===== src/rtl/refresh_pkg.sv =====
package refresh_pkg;

  typedef enum logic [1:0] {
    PH_IDLE = 2'd0,
    PH_CAS  = 2'd1,
    PH_RAS  = 2'd2,
    PH_REC  = 2'd3
  } refPhase_e;

  typedef enum logic [1:0] {
    LEN_CAS = 2'd0,
    LEN_RAS = 2'd1,
    LEN_REC = 2'd2
  } lenSel_e;

  typedef struct packed {
    logic    loadPhase;
    lenSel_e lenSel;
    logic    countDown;
    logic    cycleDone;
  } dpStrobes_t;

endpackage


===== src/rtl/refresh_dp.sv =====
module refresh_dp
  import refresh_pkg::*;
#(
  parameter int TIMER_W  = 16,
  parameter int PHASE_W  = 4,
  parameter int PEND_MAX = 7
) (
  input  logic               clk,
  input  logic               rstN,
  input  logic               refreshEn,
  input  logic [TIMER_W-1:0] intervalCfg,
  input  logic [PHASE_W-1:0] casLeadCfg,
  input  logic [PHASE_W-1:0] rasLowCfg,
  input  logic [PHASE_W-1:0] recoverCfg,
  input  dpStrobes_t         strobes,
  output logic               pendNonZero,
  output logic               phaseZero
);

  localparam int PEND_W = $clog2(PEND_MAX + 1);
  localparam logic [PEND_W-1:0] PEND_TOP = PEND_W'(PEND_MAX);

  // Interval timer
  logic [TIMER_W-1:0] timerQ;
  logic [TIMER_W:0]   timerInc;
  logic               tick;

  assign timerInc = {1'b0, timerQ} + (TIMER_W + 1)'(1);
  assign tick     = refreshEn && (timerInc >= {1'b0, intervalCfg});

  always_ff @(posedge clk) begin
    if (!rstN) begin
      timerQ <= '0;
    end else if (!refreshEn || tick) begin
      timerQ <= '0;
    end else begin
      timerQ <= timerInc[TIMER_W-1:0];
    end
  end

  // Saturating pending counter: a finished cycle consumes first, then a tick adds
  logic [PEND_W-1:0] pendQ;
  logic [PEND_W-1:0] pendAfterDec;
  logic [PEND_W-1:0] pendNext;
  logic              consume;

  assign consume      = strobes.cycleDone && (pendQ != '0);
  assign pendAfterDec = consume ? pendQ - PEND_W'(1) : pendQ;

  always_comb begin
    if (!refreshEn) begin
      pendNext = '0;
    end else if (tick && (pendAfterDec != PEND_TOP)) begin
      pendNext = pendAfterDec + PEND_W'(1);
    end else begin
      pendNext = pendAfterDec;
    end
  end

  always_ff @(posedge clk) begin
    if (!rstN) begin
      pendQ <= '0;
    end else begin
      pendQ <= pendNext;
    end
  end

  assign pendNonZero = (pendQ != '0);

  // Shared phase down-counter
  logic [PHASE_W-1:0] phaseQ;
  logic [PHASE_W-1:0] lenRaw;
  logic [PHASE_W-1:0] lenClamped;

  always_comb begin
    unique case (strobes.lenSel)
      LEN_RAS: lenRaw = rasLowCfg;
      LEN_REC: lenRaw = recoverCfg;
      default: lenRaw = casLeadCfg;
    endcase
  end

  assign lenClamped = (lenRaw == '0) ? PHASE_W'(1) : lenRaw;

  always_ff @(posedge clk) begin
    if (!rstN) begin
      phaseQ <= '0;
    end else if (strobes.loadPhase) begin
      phaseQ <= lenClamped - PHASE_W'(1);
    end else if (strobes.countDown) begin
      phaseQ <= phaseQ - PHASE_W'(1);
    end
  end

  assign phaseZero = (phaseQ == '0);

  AST_PEND_SATURATES: assert property (@(posedge clk) disable iff (!rstN)
    (pendQ == PEND_TOP && !strobes.cycleDone && refreshEn) |=> (pendQ == PEND_TOP));

  AST_DISABLE_CLEARS: assert property (@(posedge clk) disable iff (!rstN)
    (!refreshEn) |=> (pendQ == '0 && timerQ == '0));

  AST_DONE_CONSUMES: assert property (@(posedge clk) disable iff (!rstN)
    (strobes.cycleDone && refreshEn && pendQ != '0 && !tick) |=> (pendQ == $past(pendQ) - PEND_W'(1)));

endmodule


===== src/rtl/refresh_ctrl.sv =====
module refresh_ctrl
  import refresh_pkg::*;
(
  input  logic       clk,
  input  logic       rstN,
  input  logic       refreshEn,
  input  logic       extRst,
  input  logic       refGrant,
  input  logic       pendNonZero,
  input  logic       phaseZero,
  output dpStrobes_t strobes,
  output logic       refReq,
  output logic       refActive,
  output logic       casN,
  output logic       rasN
);

  refPhase_e stateQ, stateNext;
  logic      grantEff;

  // While the board is in reset the controller's sequencer is idle: treat as granted
  assign grantEff = refGrant || extRst;
  assign refReq   = (stateQ == PH_IDLE) && refreshEn && pendNonZero;

  always_comb begin
    stateNext = stateQ;
    strobes   = '{loadPhase: 1'b0, lenSel: LEN_CAS, countDown: 1'b0, cycleDone: 1'b0};
    unique case (stateQ)
      PH_IDLE: begin
        if (refReq && grantEff) begin
          stateNext         = PH_CAS;
          strobes.loadPhase = 1'b1;
          strobes.lenSel    = LEN_CAS;
        end
      end
      PH_CAS: begin
        if (phaseZero) begin
          stateNext         = PH_RAS;
          strobes.loadPhase = 1'b1;
          strobes.lenSel    = LEN_RAS;
        end else begin
          strobes.countDown = 1'b1;
        end
      end
      PH_RAS: begin
        if (phaseZero) begin
          stateNext         = PH_REC;
          strobes.loadPhase = 1'b1;
          strobes.lenSel    = LEN_REC;
        end else begin
          strobes.countDown = 1'b1;
        end
      end
      PH_REC: begin
        if (phaseZero) begin
          stateNext         = PH_IDLE;
          strobes.cycleDone = 1'b1;
        end else begin
          strobes.countDown = 1'b1;
        end
      end
      default: stateNext = PH_IDLE;
    endcase
  end

  always_ff @(posedge clk) begin
    if (!rstN) begin
      stateQ <= PH_IDLE;
    end else begin
      stateQ <= stateNext;
    end
  end

  assign refActive = (stateQ != PH_IDLE);
  assign casN      = !((stateQ == PH_CAS) || (stateQ == PH_RAS));
  assign rasN      = (stateQ != PH_RAS);

  AST_START_ON_GRANT: assert property (@(posedge clk) disable iff (!rstN)
    (refReq && (refGrant || extRst)) |=> (!casN && rasN && refActive));

  AST_RAS_AFTER_CAS: assert property (@(posedge clk) disable iff (!rstN)
    $fell(rasN) |-> $past(!casN));

  AST_JOINT_RELEASE: assert property (@(posedge clk) disable iff (!rstN)
    $rose(rasN) |-> $rose(casN));

  AST_NO_ABORT: assert property (@(posedge clk) disable iff (!rstN)
    (refActive && !(stateQ == PH_REC && phaseZero)) |=> refActive);

endmodule


===== src/rtl/refresh_sched.sv =====
module refresh_sched
  import refresh_pkg::*;
#(
  parameter int TIMER_W  = 16,
  parameter int PHASE_W  = 4,
  parameter int PEND_MAX = 7
) (
  input  logic               clk,
  input  logic               rstN,
  input  logic               refreshEn,
  input  logic               extRst,
  input  logic [TIMER_W-1:0] intervalCfg,
  input  logic [PHASE_W-1:0] casLeadCfg,
  input  logic [PHASE_W-1:0] rasLowCfg,
  input  logic [PHASE_W-1:0] recoverCfg,
  input  logic               refGrant,
  output logic               refReq,
  output logic               refActive,
  output logic               casN,
  output logic               rasN
);

  dpStrobes_t strobes;
  logic       pendNonZero;
  logic       phaseZero;

  refresh_ctrl u_ctrl (
    .clk        (clk),
    .rstN       (rstN),
    .refreshEn  (refreshEn),
    .extRst     (extRst),
    .refGrant   (refGrant),
    .pendNonZero(pendNonZero),
    .phaseZero  (phaseZero),
    .strobes    (strobes),
    .refReq     (refReq),
    .refActive  (refActive),
    .casN       (casN),
    .rasN       (rasN)
  );

  refresh_dp #(
    .TIMER_W (TIMER_W),
    .PHASE_W (PHASE_W),
    .PEND_MAX(PEND_MAX)
  ) u_dp (
    .clk        (clk),
    .rstN       (rstN),
    .refreshEn  (refreshEn),
    .intervalCfg(intervalCfg),
    .casLeadCfg (casLeadCfg),
    .rasLowCfg  (rasLowCfg),
    .recoverCfg (recoverCfg),
    .strobes    (strobes),
    .pendNonZero(pendNonZero),
    .phaseZero  (phaseZero)
  );

endmodule


===== config.mk =====
export PLATFORM = sky130hd
export DESIGN_NAME = refresh_sched
export DESIGN_NICKNAME = d
export VERILOG_FILES = /design/src/rtl/refresh_pkg.sv /design/src/rtl/refresh_dp.sv /design/src/rtl/refresh_ctrl.sv /design/src/rtl/refresh_sched.sv
export SDC_FILE = /design/constraint.sdc
export NUM_CORES = 1
export LEC_CHECK = 0
export CAP_MARGIN = 5
export CORE_MARGIN = 2
export CORE_UTILIZATION = 45
export DETAILED_ROUTE_END_ITERATION = 6
export PLACE_DENSITY = 0.75
export SLEW_MARGIN = 20
export SYNTH_ARGS = -nofsm -noshare
export SYNTH_HDL_FRONTEND = slang
export SYNTH_SLANG_ARGS = --single-unit

===== constraint.sdc =====
create_clock -name clk -period 2.75 [get_ports clk]
set_clock_uncertainty 0.1 [all_clocks]
set_input_delay 0.55 -clock clk [delete_from_list [all_inputs] [get_ports clk]]
set_output_delay 0.55 -clock clk [all_outputs]
set_load 0.01 [all_outputs]

==> metrics.cfg <==
[critical_path]
critPathLaunch=u_dp.timerQ[0]
cp_data_required_time_ns=2.86
cp-endpoint=u_dp.timerQ[8]
start_kind=flop
r2r-end=u_dp.timerQ[8]
path_max_fanout=8
worstSetupEndpointType=flop
r2r_slack_ns=-0.28
reg2reg_from=u_dp.timerQ[0]
worst_r2r_path_depth=13
critPathArrivalTime_ns=3.14
crit_type=reg2reg

[yosys]
yosys.area_share.simple=0.244
syn-cell-area_um2=1920
ys_warn_count=0
synth-compound-area-share=0.133
synth_cell_type_count=41
synth_ff_type=dfxtp_1
synth_top_family_by_area=simple AND/OR/NAND/NOR gates
synth_edf_count=0
syn_nets=292
ys_ff_latch=25
ys_async_sr_fraction=0
avgSynthCellArea_um2=8.39
synthCells=229
synthMuxAreaShare=0.0267
yosysSeqAreaShare=0.260
synthAdderAreaFrac=0.195
synth_xor_area_frac=0.0775

[sta]
worstMarginPinSlew_ns=0.479
period_share=1.10
max_slew_margin=0.678
fmax_ghz=0.330
slew_violations=0
holdWs_ns=0.454
setup_viol=20
setup_ws_ns=-0.281
timing.setup.tns_ns=-4.93
layout_min_cycle_time_ns=3.03
rsz0062_at_grt=true
hold_viol=0

[outcome]
status=finished, violations left
violations=setup timing

[clocking]
clock_sinks=25
holdBufCountCts=0
htree_levels=1
clock_latency_ns=0.27
cts_root_buf=clkbuf_8
numCtsBuffers=3
cts.clk_slew.worst_paths_ns=0.09
cts_tree=built
clk_path_buf_depth=2

[drt]
first_pass_iters=4
vias=1854
drcViolationCount=0
antenna_left=0
via_per_inst=5.16
wirelength_mm=4.63
dr.first_iter.drc_count=63
avgRoutedWirePerCell_um=12.9

[power]
p_sw_uw=547
p_clk_frac=0.142
power_frac_comb=0.575
netSwitchingFraction=0.355
vdd_drop_max_v=0.000493
seqPwrFrac=0.283
p_leak_nw=1.33
power_density_nw_per_um2=525
internal_power_uw=994

[die]
num_rows=23
io_pins=37
fp.dieW_um=69.4
start_util=0.474
dieArea_um2=4810
die_h_um=69.4
core_area_um2=4060

[global_route]
grt-ovfl-total=0
grt_pass1_wl_mm=7.70
antenna_found_initial=0
grt_pass1_vias=1855
grt_start_max_net_pins=14
grt_use_total=0.189

[place]
place_congestion=0.793
io_buffer_count=36
dp_hpwl_mm=3.47

[cells_and_area]
final_nets=373
drive_gt1_frac=0.330
diodes=0
area_growth_pct=52.7

[min_path]
hold_path.class=reg2reg

[run]
cap_viol_max_count=0

-- logic make-up (layout without fill, tap and decap cells) --
group	count (synthesis)	count (layout)
DFF	25	25
adders and majority gates	30	30
muxes	5	5
xor gates and xnor gates	17	17
AOI/OAI and AO/OA	39	39
buffers and inverters	30	109
and+or+nand+nor	83	84
-- power by group through the flow --
stage | sequential [mW] | clock, mW | combinational (mW)
after floorplan | 0.439 | 0 | 0.481
after global placement | 0.442 | 0 | 0.750
after detailed placement | 0.444 | 0 | 0.761
after CTS | 0.437 | 0.226 | 0.844
after global routing | 0.440 | 0.240 | 0.974
final | 0.437 | 0.219 | 0.886
-- per-stage QoR --
step | power [mW] | util | area (um2) | std cells | setup slack, ns
floorplan | 0.920 | - | 1990 | 229 | -0.0969
global placement | 1.19 | 0.647 | 2630 | 345 | -0.237
detailed placement | 1.20 | 0.647 | 2630 | 345 | -0.334
CTS | 1.51 | 0.692 | 2810 | 354 | -0.138
global route | 1.65 | 0.723 | 2930 | 359 | -0.429
finish | 1.54 | 0.723 | 2930 | 359 | -0.281
-- synthesized netlist by cell type, types with 3 or more instances --
library cell / instances / share of area
xor2_1: 6 / 0.027
inv_1: 29 / 0.057
nor2b_1: 8 / 0.026
a211oi_1: 4 / 0.016
nor3_1: 5 / 0.013
a21oi_1: 8 / 0.021
mux2i_1: 4 / 0.021
ha_1: 30 / 0.20
xnor2_1: 11 / 0.050
a221o_1: 3 / 0.016
nor2b_2: 8 / 0.036
o21ai_0: 11 / 0.029
nor2_1: 17 / 0.033
nand3_1: 11 / 0.029
nand4_1: 5 / 0.016
nand2_1: 16 / 0.031
dfxtp_1: 25 / 0.26
-- how the worst min path moves through the flow --
stage	from	end	slack [ns]	depth (start not counted)
finish	u_dp.timerQ[0]	u_dp.timerQ[0]	0.45	2
CTS	u_dp.timerQ[0]	u_dp.timerQ[0]	0.45	2
detailed placement	u_dp.timerQ[0]	u_dp.timerQ[0]	0.43	2
floorplan	u_dp.timerQ[0]	u_dp.timerQ[0]	0.33	1
global route	u_dp.timerQ[0]	u_dp.timerQ[0]	0.47	2
global placement	u_dp.timerQ[0]	u_dp.timerQ[0]	0.43	2
-- routing by layer --
layer	wire length, um	up-vias	GRT usage	share of wire
met2	2360	45	0.348	0.51
met1	2030	857	0.234	0.44
met4	37	0	0.0414	0.0080
li1	-	946	-	-
met5	0	-	0	0
met3	200	6	0.0233	0.043
-- flip-flops by register name, summed over array words and instances, names as in the netlist --
| register | flops |
|---|---|
| u_dp.timerQ | 16 |
| u_dp.phaseQ | 4 |
| u_dp.pendQ | 3 |
| u_ctrl.stateQ | 2 |
-- placed cells by master (no fill, tap or decap), types with 2 or more instances in the layout --
cell type,netlist,routed
and2_4,1,2
a21o_1,2,2
nand3_2,0,3
clkbuf_8,0,3
nor2b_2,8,9
xnor2_1,11,10
xor2_2,0,4
dfxtp_2,0,6
and3_4,1,2
nand2_2,0,2
clkdlybuf4s50_1,0,36
xor2_1,6,2
ha_4,0,4
nor3_2,0,2
or3_4,1,2
nor2_2,2,3
a21oi_1,8,7
o21ai_1,1,2
o21ai_2,0,3
buf_6,1,2
dfxtp_1,25,17
inv_2,0,2
inv_1,29,27
nand4_1,5,5
o21ai_0,11,6
nor2_1,17,14
nor3_1,5,2
nand2_1,16,14
nand3_1,11,8
a221o_1,3,3
dfxtp_4,0,2
ha_1,30,26
nor2b_1,8,6
buf_4,0,38
mux2i_1,4,4
nor2_4,0,2
nand2b_1,2,2
a211oi_1,4,3
-- critical path, stage by stage (launching register included) --
cell      delay [ns]
dfxtp_4         0.38
ha_4            0.13
nand4_1         0.14
nor2_4          0.20
buf_6           0.12
xor2_2          0.16
ha_1            0.26
nand4_1         0.15
buf_4           0.14
nor3_2          0.03
o31ai_1         0.39
a21boi_2        0.14
or3_4           0.50
nor2b_2         0.13
-- cell type report --
class	instances	area, um2
fillers	316	1120
flip-flops and latches	25	515
well taps	50	62.6
clock buffers	4	45.0
repair buffers	76	668
multi-input cells	175	1530
inverters	29	109
-- timing repair --
item / CTS / global route
endpoints found under the hold margin: 0 / 0
setup buffers: 4 / 5
pin swaps: 17 / 14
gates resized for setup: 26 / 17
gates cloned: 1 / 0
setup endpoints to repair: 20 / 21
Power figures use the tool's default switching activity.
